File: src/rtl/alu_cc_pkg.sv
package alu_cc_pkg;

  typedef enum logic [1:0] {
    OP_ADD = 2'd0,
    OP_ADC = 2'd1,
    OP_AND = 2'd2,
    OP_CMP = 2'd3
  } alu_op_e;

  typedef struct packed {
    logic cf;
    logic pf;
    logic af;
    logic zf;
    logic sf;
    logic of;
  } alu_flags_t;

endpackage

File: src/rtl/alu_cc_width.sv
module alu_cc_width #(
  parameter int unsigned DW  = 32,
  parameter int unsigned NSZ = 3
) (
  input  logic [1:0]     size_i,
  output logic [NSZ-1:0] sel_o,
  output logic [DW-1:0]  mask_o
);

  logic [1:0]    code;
  logic [DW-1:0] mk [NSZ];

  // codes past the widest supported size fold onto the widest
  always_comb begin
    if (int'(size_i) >= int'(NSZ)) code = 2'(NSZ - 1);
    else                           code = size_i;
  end

  for (genvar k = 0; k < NSZ; k++) begin : g_size
    localparam int unsigned W = 8 << k;
    localparam logic [DW:0] FULL = ((DW+1)'(1) << W) - (DW+1)'(1);
    assign sel_o[k] = (code == 2'(k));
    assign mk[k]    = FULL[DW-1:0];
  end

  always_comb begin
    mask_o = '0;
    for (int k = 0; k < int'(NSZ); k++) begin
      if (sel_o[k]) mask_o = mask_o | mk[k];
    end
  end

endmodule

File: src/rtl/alu_cc_arith.sv
module alu_cc_arith
  import alu_cc_pkg::*;
#(
  parameter int unsigned DW = 32
) (
  input  logic [DW-1:0] a_i,
  input  logic [DW-1:0] b_i,
  input  alu_op_e       op_i,
  input  logic          cin_i,
  output logic [DW:0]   raw_o,
  output logic          sub_o
);

  logic cadd;

  always_comb begin
    cadd  = (op_i == OP_ADC) && cin_i;
    sub_o = (op_i == OP_CMP);
    unique case (op_i)
      OP_ADD, OP_ADC: raw_o = {1'b0, a_i} + {1'b0, b_i} + {{DW{1'b0}}, cadd};
      OP_AND:         raw_o = {1'b0, a_i & b_i};
      default:        raw_o = {1'b0, a_i} - {1'b0, b_i};
    endcase
  end

endmodule

File: src/rtl/alu_cc_chain.sv
module alu_cc_chain #(
  parameter int unsigned DW = 32
) (
  input  logic [DW-1:0] a_i,
  input  logic [DW-1:0] b_i,
  input  logic [DW-1:0] r_i,
  input  logic          sub_i,
  output logic [DW-1:0] chain_o
);

  logic [DW-1:0] carry_v;
  logic [DW-1:0] borrow_v;

  // a bit generates, or propagates when the result bit came out low
  assign carry_v  = (a_i & b_i) | (~r_i & (a_i | b_i));
  // a bit borrows when a=0,b=1, or propagates when the result bit came out high
  assign borrow_v = (~a_i & b_i) | (r_i & (~a_i | b_i));
  assign chain_o  = sub_i ? borrow_v : carry_v;

endmodule

File: src/rtl/alu_cc_flags.sv
module alu_cc_flags
  import alu_cc_pkg::*;
#(
  parameter int unsigned DW  = 32,
  parameter int unsigned NSZ = 3
) (
  input  logic [NSZ-1:0] sel_i,
  input  alu_op_e        op_i,
  input  logic [DW:0]    raw_i,
  input  logic [DW-1:0]  r_i,
  input  logic [DW-1:0]  chain_i,
  output alu_flags_t     fl_o
);

  logic [NSZ-1:0] co_v;
  logic [NSZ-1:0] of_v;
  logic [NSZ-1:0] sf_v;
  logic [NSZ-1:0] bo_v;

  for (genvar k = 0; k < NSZ; k++) begin : g_tap
    localparam int unsigned W = 8 << k;
    assign co_v[k] = sel_i[k] & raw_i[W];
    assign of_v[k] = sel_i[k] & (chain_i[W-1] ^ chain_i[W-2]);
    assign sf_v[k] = sel_i[k] & r_i[W-1];
    assign bo_v[k] = sel_i[k] & chain_i[W-1];
  end

  always_comb begin
    fl_o.zf = (r_i == '0);
    fl_o.sf = |sf_v;
    fl_o.pf = ~^r_i[7:0];
    unique case (op_i)
      OP_AND: begin
        fl_o.cf = 1'b0;
        fl_o.of = 1'b0;
        fl_o.af = 1'b0;
      end
      OP_CMP: begin
        fl_o.cf = |bo_v;
        fl_o.of = |of_v;
        fl_o.af = chain_i[3];
      end
      default: begin
        fl_o.cf = |co_v;
        fl_o.of = |of_v;
        fl_o.af = chain_i[3];
      end
    endcase
  end

  always_comb begin
    p_one_size_r9: assert ($onehot(sel_i))
      else $error("size select not one-hot");
    p_logic_quiet_r3: assert (!(op_i == OP_AND && (fl_o.cf || fl_o.of || fl_o.af)))
      else $error("AND left an arithmetic flag set");
  end

endmodule

File: src/rtl/alu_cc_top.sv
module alu_cc_top
  import alu_cc_pkg::*;
#(
  parameter int unsigned DW = 32
) (
  input  logic [DW-1:0] opa_i,
  input  logic [DW-1:0] opb_i,
  input  logic [1:0]    size_i,
  input  logic [1:0]    op_i,
  input  logic          cin_i,
  output logic [DW-1:0] res_o,
  output logic          cf_o,
  output logic          pf_o,
  output logic          af_o,
  output logic          zf_o,
  output logic          sf_o,
  output logic          of_o
);

  localparam int unsigned NSZ = $clog2(DW / 8) + 1;

  alu_op_e        op;
  logic [NSZ-1:0] sel;
  logic [DW-1:0]  mask;
  logic [DW-1:0]  am, bm, rm, chain;
  logic [DW:0]    raw;
  logic           sub;
  alu_flags_t     fl;

  assign op = alu_op_e'(op_i);

  alu_cc_width #(.DW(DW), .NSZ(NSZ)) u_width (
    .size_i (size_i),
    .sel_o  (sel),
    .mask_o (mask)
  );

  assign am = opa_i & mask;
  assign bm = opb_i & mask;

  alu_cc_arith #(.DW(DW)) u_arith (
    .a_i   (am),
    .b_i   (bm),
    .op_i  (op),
    .cin_i (cin_i),
    .raw_o (raw),
    .sub_o (sub)
  );

  assign rm = raw[DW-1:0] & mask;

  alu_cc_chain #(.DW(DW)) u_chain (
    .a_i     (am),
    .b_i     (bm),
    .r_i     (rm),
    .sub_i   (sub),
    .chain_o (chain)
  );

  alu_cc_flags #(.DW(DW), .NSZ(NSZ)) u_flags (
    .sel_i   (sel),
    .op_i    (op),
    .raw_i   (raw),
    .r_i     (rm),
    .chain_i (chain),
    .fl_o    (fl)
  );

  assign res_o = (op == OP_CMP) ? am : rm;
  assign cf_o  = fl.cf;
  assign pf_o  = fl.pf;
  assign af_o  = fl.af;
  assign zf_o  = fl.zf;
  assign sf_o  = fl.sf;
  assign of_o  = fl.of;

  function automatic logic top_bit(input logic [DW-1:0] v, input logic [1:0] c);
    case (c)
      2'd0:    return v[7];
      2'd1:    return v[15];
      default: return v[DW-1];
    endcase
  endfunction

  always_comb begin
    p_byte_upper_r9: assert (!(size_i == 2'd0 && res_o[DW-1:8] != '0))
      else $error("bits above byte width not cleared");
    p_cmp_keeps_a_r4: assert (!(op_i == 2'd3 && res_o[7:0] != opa_i[7:0]))
      else $error("compare altered the destination");
    p_zero_flag_r8: assert (op_i == 2'd3 || zf_o == (res_o == '0))
      else $error("zero flag disagrees with result");
    p_parity_r7: assert (op_i == 2'd3 || pf_o == ~^res_o[7:0])
      else $error("parity flag disagrees with low byte");
    p_no_overflow_r5: assert (!(op_i[1] == 1'b0 && of_o &&
                               (top_bit(opa_i, size_i) != top_bit(opb_i, size_i) ||
                                top_bit(res_o, size_i) == top_bit(opa_i, size_i))))
      else $error("overflow without sign change of like-signed operands");
  end

endmodule

File: config.mk
export PLATFORM = sky130hd
export DESIGN_NAME = alu_cc_top
export DESIGN_NICKNAME = d
export VERILOG_FILES = /design/src/rtl/alu_cc_pkg.sv /design/src/rtl/alu_cc_width.sv /design/src/rtl/alu_cc_arith.sv /design/src/rtl/alu_cc_chain.sv /design/src/rtl/alu_cc_flags.sv /design/src/rtl/alu_cc_top.sv
export SDC_FILE = /design/constraint.sdc
export NUM_CORES = 1
export LEC_CHECK = 0
export BUFFER_PORTS_ARGS = -buffer_cell sky130_fd_sc_hd__clkbuf_2
export CORE_ASPECT_RATIO = 1.25
export CORE_MARGIN = 2
export CORE_UTILIZATION = 45
export DETAILED_ROUTE_END_ITERATION = 12
export PLACE_DENSITY = 0.71
export REMOVE_ABC_BUFFERS = 1
export SLEW_MARGIN = 20
export SYNTH_ARGS = -nofsm -noshare
export SYNTH_HDL_FRONTEND = slang
export SYNTH_SLANG_ARGS = --single-unit
File: constraint.sdc
create_clock -name vclk -period 5.9
set_input_delay 0 -clock vclk [all_inputs]
set_output_delay 0 -clock vclk [all_outputs]
set_load 0.005 [all_outputs]
==> metrics.md <==
| Metric | Value |
|---|---|
| Status | completed |
| Cells after synthesis | 965 |
| Synth Cell Area | 0.006085 sq mm |
| CP Launch Type | input pin |
| Vias in the first global route | 6991 |
| Antenna violations before repair | 0 |
| CP max stage delay | 0.54 ns |
| Sequential area share after synthesis | 0% |
| Required time worst endpoint | 5.90 ns |
| Routed via count | 7353 |
| Die Ht | 134.0 um |
| Worst Hold Path Cells | 4 |
| CP Buf/Inv Count | 2 |
| Most frequent cell after synthesis | nand2_1 |
| I/O pins | 107 |
| Pins Over Slew Limit | 0 |
| Register Area | 0 sq um |
| First-pass GRT wire length | 33.67 mm |
| Kind of critical path | input pin to output port |
| Post-synth top area share | 16.66% |
| Detailed Routing Iterations Pass 1 | 5 |
| Most frequent cells after synthesis | nand2_1 (105), nor2_1 (94), ha_1 (81) |
| Initial DRC count | 463 |
| I/O Buffers | 107 |
| Max_slew headroom | 44.15% |
| CP max stage cell | or4_1 |
| Pin count of the biggest net entering global routing | 65 |
| Endpoints failing setup | 0 |
| Initial Util | 45.99% |
| Share of cells above drive strength 1 | 13.78% |
| Total core area | 0.01323 sq mm |
| Fin crit share | 83.33% |
| Final Hold Fails | 0 |
| Nets | 1163 |
| Design Area, Final | 0.006610 sq mm |
| Post-DP HPWL | 15.89 mm |
| Cell variety after synth | 76 |
| Die X | 108.0 um |
| Post-CTS setup buffer count | 0 |
| Peak supply drop | 0.05355 mV |
| CLK BUF | 0 |
| Post-CTS Resized | 0 |
| P&R area growth vs syn | 8.637% |
| Slew @ Worst Pin | 0.8357 ns |
| Avg Inst Size Synth | 6.305 sq um |
| Vias per cell | 6.231 |
| Area after DPL | 0.006610 sq mm |
| Largest fanout on the critical path | 22 |
| Ant diodes | 0 |
| DR WL/cell | 17.61 um |
| GPL Wtd Cong | 0.9622 |
| PwrDens | 114.4 mW/mm^2 |
| Fmax | 203.4 MHz |
| Max Cap Viol | 0 |
| Top cells by area, synth | ha_1 (17%), nand2_1 (6.5%), nor2_1 (5.8%) |
| Hold crit path type | input pin to output port |
| Post-DRT Antenna Nets | 0 |
| GR Util met1 | 34.44% |
| Pleak | 3.221 nW |
| Die footprint | 0.01447 sq mm |
| Top cell family by delay on the critical path | simple AND/OR/NAND/NOR gates |
| Leading area contributor after synthesis | ha_1 |
| Setup crit end kind | output port |
| Fin Setup TNS | 0 ns |
| GR Util met2 | 47.80% |
| Ys Warns | 0 |
| Routed wire length | 20.78 mm |
| DRC | 0 |
| Hold path endpoint | res_o[8] |
| Hold path startpoint | opa_i[8] |
| Minimum clock period | 4.917 ns |
| Arr. time, crit path | 4.92 ns |
| GRT Max-Usage Layer | met2 |
| Row count | 47 |
| Tot GR Track Use | 27.89% |
| FF+latch count | 0 |
| Total gr overflow | 0 |
| Met3 usage in global routing | 2.332% |
| CTS Hold Bufs | 0 |
| Hold Slack | 0.2933 ns |
| Crit-path cells | clkbuf_2 -> or2_2 -> and2_1 -> ha_1 -> nor4_1 -> nand3_1 -> or4_1 -> o22ai_1 -> nand4_1 -> a211oi_1 -> mux2_2 -> nor3_1 -> a31oi_1 -> or4_1 -> nand3_1 -> clkbuf_2 |
| RSZ-0062 raised after global routing | no |
## layout by cell type, fill, tap and decap left out, types with 7 or more instances in the layout
cell type,instances
xnor2_1,34
a21o_1,24
nor2b_1,23
o22ai_1,11
nor2_1,93
o2111ai_1,7
a2111oi_0,8
nand3_1,20
ha_1,81
inv_1,76
nand2_1,105
buf_4,8
and2_1,27
o21a_1,7
clkbuf_2,107
o211ai_1,14
o21ai_0,56
a31oi_1,17
or3_1,9
o31ai_1,7
nor4_1,8
or2_2,7
nand2b_1,10
a211oi_1,17
mux2i_1,20
a21oi_1,67
o221ai_1,9
nor3_1,32
## stage by stage
step                worst slack, ns  instances  power [W]  util (%)
floorplan                     1.801        894  0.0005166         -
global route                 0.5952       1180  0.0008301     49.96
detailed placement            1.045       1180  0.0007387     49.96
CTS                           1.028       1180  0.0007430     49.96
finish                       0.9834       1180  0.0007563     49.96
global placement              1.148       1180  0.0007364     49.96
## cells by family after synthesis
group           share of synthesized area, %
fa+ha+maj                              17.31
compound gates                         35.25
buf+inv                                9.521
mux                                    3.845
xor+xnor                               5.614
simple gates                           28.46
## tightest hold or removal path, delay by kind of cell
family	cells	cell delay, ns
buf+inv	2	0.20
simple gates	1	0.05
compound gates	1	0.05
## worst max-delay path by stage
stage / cells past startpoint / slack (ns) / endpoint / startpoint
floorplan: 17 / 1.80 / zf_o / op_i[1]
global placement: 16 / 1.15 / of_o / size_i[0]
detailed placement: 16 / 1.05 / of_o / size_i[0]
CTS: 16 / 1.03 / of_o / size_i[0]
global route: 16 / 0.60 / of_o / size_i[0]
finish: 16 / 0.98 / of_o / size_i[0]
## where the power goes
group | switching (W) | total (W) | internal, W
sequential | 0 | 0 | 0
combinational | 0.000457 | 0.000756 | 0.000299
clock | 0 | 0 | 0
total | 0.000457 | 0.000756 | 0.000299
## layer usage
metal  part of all wire (%)  routed length, um
met5                      0                  0
met3                    7.6               1577
met1                     40               8212
met2                     47               9824
met4                    5.6               1166
## layout make-up
cell class | count | area, sq um
fillers | 1441 | 6621
multi-input cells | 816 | 5508
repair buffers | 115 | 595.6
inverters | 78 | 292.8
well taps | 171 | 214.0
Power figures use the tool's default switching activity.
